`src/rtl/rxdf_pkg.sv`:
```
package rxdf_pkg;

  typedef enum logic [1:0] {
    POL_KEEP_ALL      = 2'b00,
    POL_LAST_FILL     = 2'b01,
    POL_DROP_FILL     = 2'b10,
    POL_DROP_FILL_ADR = 2'b11
  } policy_e;

  typedef enum logic [1:0] {
    CLS_DATA = 2'd0,
    CLS_FILL = 2'd1,
    CLS_ADDR = 2'd2,
    CLS_CTRL = 2'd3
  } class_e;

  // A bypassed FIFO forces the keep-all policy.
  function automatic policy_e eff_policy(input logic [1:0] mode, input logic fifo_en);
    return fifo_en ? policy_e'(mode) : POL_KEEP_ALL;
  endfunction

  // Policy-based removal of one character class.
  function automatic logic drop_by_policy(input policy_e p, input class_e c);
    logic fill_gone;
    fill_gone = (p == POL_DROP_FILL) || (p == POL_DROP_FILL_ADR);
    return ((c == CLS_FILL) && fill_gone) ||
           ((c == CLS_ADDR) && (p == POL_DROP_FILL_ADR));
  endfunction

endpackage

```
`src/rtl/rxdf_classify.sv`:
```
module rxdf_classify
  import rxdf_pkg::*;
#(
  parameter int            CW        = 8,
  parameter logic [CW-1:0] FILL_CODE = CW'(5),
  parameter logic [CW-1:0] ADDR_CODE = CW'(10)
) (
  input  logic          special,
  input  logic [CW-1:0] code,
  output class_e        cls
);

  always_comb begin
    if (!special)                cls = CLS_DATA;
    else if (code == FILL_CODE)  cls = CLS_FILL;
    else if (code == ADDR_CODE)  cls = CLS_ADDR;
    else                         cls = CLS_CTRL;
  end

endmodule

```
`src/rtl/rxdf_policy.sv`:
```
module rxdf_policy
  import rxdf_pkg::*;
(
  input  logic    clk,
  input  logic    rst_n,
  input  logic    in_valid,
  input  class_e  cls,
  input  policy_e pol,
  output logic    acc,
  output logic    skip_q
);

  logic drop;

  always_comb begin
    drop = skip_q || drop_by_policy(pol, cls);
    acc  = in_valid && !drop;
  end

  // The character after a dropped address marker is the address itself.
  always_ff @(posedge clk or negedge rst_n) begin
    if (!rst_n)        skip_q <= 1'b0;
    else if (in_valid) skip_q <= !skip_q && (pol == POL_DROP_FILL_ADR) && (cls == CLS_ADDR);
  end

endmodule

```
`src/rtl/rxdf_stage.sv`:
```
module rxdf_stage #(
  parameter int CW = 8
) (
  input  logic          clk,
  input  logic          rst_n,
  input  logic          acc,
  input  logic          run_mode,
  input  logic          cur_fill,
  input  logic [CW-1:0] cur_char,
  input  logic          cur_spc,
  output logic          wr_en,
  output logic [CW-1:0] wr_char,
  output logic          wr_special,
  output logic          stg_vld,
  output logic          stg_coll,
  output logic          coll_ev
);

  typedef struct packed {
    logic          spc;
    logic [CW-1:0] code;
  } entry_t;

  entry_t stg_q, cur_e;
  logic   drain_ev, push_ev, direct_ev, load_ev;

  always_comb begin
    cur_e     = '{spc: cur_spc, code: cur_char};
    coll_ev   = acc && stg_vld && stg_coll && cur_fill && run_mode;
    drain_ev  = !acc && stg_vld && (!stg_coll || !run_mode);
    push_ev   = acc && stg_vld && !coll_ev;
    direct_ev = acc && !stg_vld && !(run_mode && cur_fill);
    load_ev   = acc && (stg_vld || (run_mode && cur_fill));
  end

  always_ff @(posedge clk or negedge rst_n) begin
    if (!rst_n) begin
      stg_vld  <= 1'b0;
      stg_coll <= 1'b0;
      stg_q    <= '0;
    end else if (load_ev) begin
      stg_vld  <= 1'b1;
      stg_coll <= run_mode && cur_fill;
      stg_q    <= cur_e;
    end else if (drain_ev) begin
      stg_vld  <= 1'b0;
      stg_coll <= 1'b0;
    end
  end

  always_ff @(posedge clk or negedge rst_n) begin
    if (!rst_n) begin
      wr_en      <= 1'b0;
      wr_char    <= '0;
      wr_special <= 1'b0;
    end else begin
      wr_en <= drain_ev || push_ev || direct_ev;
      if (drain_ev || push_ev) begin
        wr_char    <= stg_q.code;
        wr_special <= stg_q.spc;
      end else if (direct_ev) begin
        wr_char    <= cur_e.code;
        wr_special <= cur_e.spc;
      end
    end
  end

endmodule

```
`src/rtl/rx_discard_filter.sv`:
```
module rx_discard_filter
  import rxdf_pkg::*;
#(
  parameter int            CW        = 8,
  parameter logic [CW-1:0] FILL_CODE = CW'(5),
  parameter logic [CW-1:0] ADDR_CODE = CW'(10)
) (
  input  logic          clk,
  input  logic          rst_n,
  input  logic          in_valid,
  input  logic [CW-1:0] in_char,
  input  logic          in_special,
  input  logic [1:0]    mode,
  input  logic          fifo_en,
  output logic          wr_en,
  output logic [CW-1:0] wr_char,
  output logic          wr_special
);

  policy_e pol;
  class_e  cls;
  logic    is_fill, is_addr, run_mode;
  logic    acc, skip_q;
  logic    stg_vld, stg_coll, coll_ev;

  assign pol      = eff_policy(mode, fifo_en);
  assign is_fill  = (cls == CLS_FILL);
  assign is_addr  = (cls == CLS_ADDR);
  assign run_mode = (pol == POL_LAST_FILL);

  rxdf_classify #(.CW(CW), .FILL_CODE(FILL_CODE), .ADDR_CODE(ADDR_CODE)) u_cls (
    .special (in_special),
    .code    (in_char),
    .cls     (cls)
  );

  rxdf_policy u_pol (
    .clk      (clk),
    .rst_n    (rst_n),
    .in_valid (in_valid),
    .cls      (cls),
    .pol      (pol),
    .acc      (acc),
    .skip_q   (skip_q)
  );

  rxdf_stage #(.CW(CW)) u_stg (
    .clk        (clk),
    .rst_n      (rst_n),
    .acc        (acc),
    .run_mode   (run_mode),
    .cur_fill   (is_fill),
    .cur_char   (in_char),
    .cur_spc    (in_special),
    .wr_en      (wr_en),
    .wr_char    (wr_char),
    .wr_special (wr_special),
    .stg_vld    (stg_vld),
    .stg_coll   (stg_coll),
    .coll_ev    (coll_ev)
  );

endmodule

```
`config.mk`:
```
export PLATFORM = sky130hd
export DESIGN_NAME = rx_discard_filter
export DESIGN_NICKNAME = d
export VERILOG_FILES = /design/src/rtl/rxdf_pkg.sv /design/src/rtl/rxdf_classify.sv /design/src/rtl/rxdf_policy.sv /design/src/rtl/rxdf_stage.sv /design/src/rtl/rx_discard_filter.sv
export SDC_FILE = /design/constraint.sdc
export NUM_CORES = 1
export LEC_CHECK = 0
export ABC_AREA = 0
export BUFFER_PORTS_ARGS = -buffer_cell sky130_fd_sc_hd__buf_2
export CAP_MARGIN = 15
export CELL_PAD_IN_SITES_DETAIL_PLACEMENT = 0
export CELL_PAD_IN_SITES_GLOBAL_PLACEMENT = 1
export CORE_MARGIN = 2
export CORE_UTILIZATION = 37
export DETAILED_ROUTE_END_ITERATION = 12
export PLACE_DENSITY_LB_ADDON = 0.1
export SYNTH_ARGS = -nofsm -noshare
export SYNTH_HDL_FRONTEND = slang
export SYNTH_SLANG_ARGS = --single-unit
```
`constraint.sdc`:
```
create_clock -name clk -period 1.8 [get_ports clk]
set_input_delay 0 -clock clk [delete_from_list [all_inputs] [get_ports clk]]
set_output_delay 0 -clock clk [all_outputs]
set_load 0.05 [all_outputs]
```
* Word-level counts from Yosys, hierarchy flattened *
Cells that the tools add are included.

word-level totals
  bits in registers = 22
  output and inout port bits = 10
  word-level logic and storage cells = 59

operators by class
  eq/ne operators = 7
  multiplexer cells = 11
  reductions and logical operators = 33

operators with widths
  operator            number
  $logic_and 1x1->1   16
  $mux 8              2
  $eq 8x3->1 const B  1
  $eq 8x4->1 const B  1
  $logic_not 1->1     8
  $logic_or 1x1->1    7
  $eq 2x2->1 const B  3
  $mux 1              6
  $mux 2              3
  $eq 2x1->1 const B  2
  $reduce_bool 2->1   2

* Logic depth before layout (Yosys ltp) *
  word-level depth = 18
  gate-level depth with buffers = 6
  gate-level depth less buffers = 4

* By module *
From an unflattened synthesis, not the netlist that was laid out.

second synthesis, totals
  cell total of the unflattened synthesis = 106
  area total of the unflattened synthesis = 1139.8 um^2

modules (own cells, without submodules)
  module             times used  cells an instance  area an instance (um^2)  sequential area each (um^2)
  rxdf_stage         1           90                 982.2                    525.5
  rxdf_policy        1           7                  72.6                     25.0
  rxdf_classify      1           5                  56.3                     0.0
  rx_discard_filter  1           4                  28.8                     0.0

* Least setup slack after synthesis *
No wires, ideal clock.

  path kind = input -> register
  start = input in_char[6]
  end = register u_stg.stg_q[0] (netlist bit)
  library setup time = 125 ps
  arrival = 1954 ps
  setup slack = -279 ps
  cell stages on the path = 6
  cells stage by stage = or4_1 > clkbuf_1 > o41a_1 > buf_6 > a211oi_4 > mux2_4

on the way
  cells in the longest elaborated chain, start to end = 11
  elaborated cells on any way between the ends = 16

RTL lines
  what                                         RTL line                                                 source
  start, declared                              rx_discard_filter.sv:11                                  input logic [CW-1:0] in_char,
  $eq 8x4->1                                   rxdf_classify.sv:16                                      else if (code == ADDR_CODE) cls = CLS_ADDR;
  $mux 1                                       rxdf_classify.sv:16
  $mux 2 (*)                                   rxdf_classify.sv:15                                      else if (code == FILL_CODE) cls = CLS_FILL;
  $mux 2 (*)                                   rxdf_classify.sv:14                                      if (!special) cls = CLS_DATA;
  $eq 2x1->1 or $eq 2x2->1 (tied branches)     rxdf_pkg.sv:26, rx_discard_filter.sv:27, rxdf_pkg.sv:27
  $logic_and 1x1->1, on equally long branches  rxdf_pkg.sv:26, rxdf_pkg.sv:27
  $logic_or 1x1->1                             rxdf_pkg.sv:26                                           return ((c == CLS_FILL) && fill_gone) ||
  $logic_or 1x1->1                             rxdf_policy.sv:16                                        drop = skip_q || drop_by_policy(pol, cls);
  $logic_not 1->1                              rxdf_policy.sv:17                                        acc = in_valid && !drop;
  $logic_and 1x1->1                            rxdf_policy.sv:17
  $logic_and 1x1->1 (*)                        rxdf_stage.sv:33                                         load_ev = acc && (stg_vld || (run_mode && cur_fill));
  end signal, assigned                         rxdf_stage.sv:44                                         stg_q <= cur_e;
  end, declared                                rxdf_stage.sv:24                                         entry_t stg_q, cur_e;

Mark *: on every way between the ends. The rest lies on a longest branch, timed or not.
A chain may end at the register's enable or synchronous reset.

* Final worst setup path *
  start = input in_special
  end = register u_stg.stg_q[4] (netlist bit)

on the way
  cells in the longest elaborated chain, start to end = 8
  elaborated cells on any way between the ends = 12

RTL lines
  what                                         RTL line                                                 source
  start, declared                              rx_discard_filter.sv:12                                  input logic in_special,
  $mux 2 (*)                                   rxdf_classify.sv:14
  $eq 2x1->1 or $eq 2x2->1 (tied branches)     rxdf_pkg.sv:26, rx_discard_filter.sv:27, rxdf_pkg.sv:27
  $logic_and 1x1->1, on equally long branches  rxdf_pkg.sv:26, rxdf_pkg.sv:27
  $logic_or 1x1->1                             rxdf_pkg.sv:26
  $logic_or 1x1->1                             rxdf_policy.sv:16
  $logic_not 1->1                              rxdf_policy.sv:17
  $logic_and 1x1->1                            rxdf_policy.sv:17
  $logic_and 1x1->1 (*)                        rxdf_stage.sv:33

Marks and branches as above.

==> flow_summary.yaml <==
sta:
  clock_skew_ns: 0.00227
  worst_pin_slew_ns: 0.493
  setup_violations: 0
  rsz0062_at_grt: "false"
  hold_viol: 0
  drv_slew: 0
  min_period_over_period_pct: 94.6
  fin_crit_ns: 1.70
  fmax_mhz: 587
  slew_headroom_pct: 67.2
  worst_slack_ns: 0.0967
synthesis:
  syn_inst: 109
  yosys.area_share.simple_pct: 9.66
  synth_cell_types: 31
  synth-xor-area-share_pct: 0
  synth_edf_count: 0
  yosys_warnings: 0
  seq_area_frac_synth_pct: 45.2
  synth_compound_area_share_pct: 29.7
  async_flop_share_pct: 100
  synthMuxAreaShare_pct: 11.1
  synthFlopType: "dfrtp_1"
  synth_top_family_by_area: "compound AO/OA/AOI/OAI gates"
  avgSynthCellArea_um2: 11.2
  syn_nets: 124
  synth.cell_area_um2: 1220
  synth-seq-cells: 22
  synth_fa_ha_area_share_pct: 0
critical_path:
  r2r_cells: 5
  reg2reg_setup_slack_ns: 0.31
  worstSetupPathType: "in2reg"
  end_kind: "flip-flop"
  r2r-end: "u_stg.stg_q[4]"
  path_delay_family: "buffers and inverters"
  start_kind: "input pin"
  critPathBufInv: 4
  max_stage_delay_ns: 0.51
  cp_max_fo: 6
  worst_path_max_delay_cell: "dlygate4sd3_1"
  crit_chain: "dlygate4sd3_1 -> buf_2 -> inv_1 -> o41a_1 -> a211oi_4 -> buf_4 -> mux2_4"
  reg2reg_from: "u_stg.stg_vld"
  required_ns: 2.00
  worstPathArrival_ns: 1.91
finish:
  antenna_cells: 0
  fin_nets: 170
  fill_cells: 306
  design_area_um2: 1610
  multi_input_area_um2: 614
  layoutNonFillerInstCount: 198
  area_growth_pct: 32.0
  regArea_um2: 551
  layout-drive-gt1-share_pct: 35.1
  post-route-util_pct: 51.8
power:
  p_leak_nw: 0.684
  total_power_mw: 1.01
  max-vdd-ir-drop_uv: 226
  powerDensity_nw_per_um2: 626
clock_tree:
  cts-root-buf: "clkbuf_4"
  clock-sinks: 22
  clock_latency_ns: 0.30
  cts_max_level: 1
  cts_made_buffers: 3
  clockBufferDepth: 2
  clk_pin_slew_ns: 0.12
  cts_tree: "built"
grt:
  grt_start_max_net_pins: 23
  grt_usage_pct: 19.4
  antenna_found_initial: 0
  grt_overflow_total: 0
  grt_pass1_vias: 1090
  grt_pass1_wl_um: 5350
floorplanning:
  core_um2: 3100
  floorplan.initialDensity_pct: 39.2
  die_w_um: 61.4
  ios: 25
  num_rows: 20
  die_area_um2: 3770
  die_y_um: 61.4
worst_hold_path:
  holdPathStages: 3
  worstHoldStart: "in_char[2]"
  worstHoldEndpoint: "u_stg.wr_char[2]"
  hold_path.class: "in2reg"
placed_design:
  port_buffers: 24
  preCtsSetupSlack_ns: -0.0563
  dp_hpwl_um: 2330
  place_inst: 183
  placedInstanceArea_um2: 1460
  gp_congestion: 0.773
run_status:
  status: "complete, no violations"
drt:
  drt_iter0_drc: 35
  viasPerCell: 5.82
  antenna_left: 0
  first_pass_iters: 4
  route.detailed.drc: 0
  routed_wl_um: 3310
  avgRoutedWirePerCell_um: 16.7
  vias: 1153
flow_run:
  drv_cap: 0
flip-flops by register name, summed over array words and instances, names as in the netlist:
| register | cells |
|---|---|
| u_stg.stg_vld | 1 |
| u_stg.wr_en | 1 |
| u_stg.stg_coll | 1 |
| u_stg.wr_char | 8 |
| u_stg.stg_q | 9 |
| u_pol.skip_q | 1 |
| u_stg.wr_special | 1 |
how the worst max path moves through the flow:
stage / startpoint / to / depth (start not counted)
after floorplan: in_char[6] / u_stg.stg_q[0] / 6
after global placement: in_char[6] / u_stg.stg_q[7] / 6
after detailed placement: in_char[6] / u_stg.stg_q[5] / 6
after CTS: in_special / u_stg.stg_q[4] / 7
after global routing: in_special / u_stg.stg_q[4] / 7
final: in_special / u_stg.stg_q[4] / 7
tightest hold or removal path, stage by stage:
cell	delay, ns
buf_2	0.12
o2111ai_1	0.08
a31oi_1	0.08
power breakdown:
part	switching [mW]	total, mW	leakage (nW)	internal (mW)
registers	0.00958	0.523	0.287	0.513
clock network	0.150	0.273	0.0210	0.123
logic	0.136	0.210	0.376	0.0739
kinds of logic after synthesis:
logic type	after synthesis
flip-flops	22
AO/OA/AOI/OAI	47
buffers and inverters	12
AND/OR/NAND/NOR	19
multiplexers	9
cell usage in the layout (no fill, tap or decap), types with 2 or more instances in the layout:
master	synthesis	layout
buf_2	0	24
dfrtp_1	22	22
buf_4	0	14
dlygate4sd3_1	0	11
o211ai_1	10	10
mux2_4	9	9
a211oi_1	9	9
a31oi_1	9	9
o2111ai_1	7	7
inv_1	4	4
o21ai_0	4	4
nand2_1	3	3
clkbuf_4	0	3
nand4_1	2	2
or4_1	2	2
nor2_1	2	2
nand3_1	2	2
cells in the mapped netlist (all sizes together), types with 2 or more instances:
| library cell | count | area (um2) |
|---|---|---|
| o211ai | 10 | 75.1 |
| or4 | 2 | 15.0 |
| a211oi | 10 | 87.6 |
| nand2 | 3 | 11.3 |
| mux2 | 9 | 135 |
| nor2 | 2 | 7.51 |
| o21ai | 5 | 25.0 |
| nand3 | 2 | 10.0 |
| dfrtp | 22 | 551 |
| a31oi | 9 | 56.3 |
| nand4 | 2 | 12.5 |
| o2111ai | 7 | 61.3 |
| clkbuf | 7 | 26.3 |
| inv | 4 | 15.0 |
layer usage:
layer,GRT usage [%],vias up,share of wire (%)
li1,-,536,-
met1,27.8,571,48
met2,29.8,42,46
met3,2.94,4,5.3
met4,6.99,0,0.88
met5,0,-,0
layout make-up:
| type | count | share of cell area [%] |
|---|---|---|
| Sequential cell | 22 | 34.3 |
| Tap cell | 44 | 3.43 |
| Clock buffer | 4 | 2.26 |
| Timing Repair Buffer | 49 | 20.9 |
| Multi-Input combinational cell | 75 | 38.2 |
| Inverter | 4 | 0.935 |
repair_timing:
action	4_1_cts	5_1_grt
endpoints found under the hold margin	34	0
gates resized for setup	0	0
setup buffers	0	0
setup endpoints to repair	0	0
hold buffers	11	0
through the flow:
step           setup TNS (ns)  hold WS (ns)
2_1_floorplan           -2.99        -0.296
3_3_place_gp           -0.223       -0.0104
3_5_place_dp           -0.406      -0.00404
4_1_cts                     0        0.0112
5_1_grt                     0        0.0148
6_report                    0        0.0129
(Power assumes the default switching activity.)
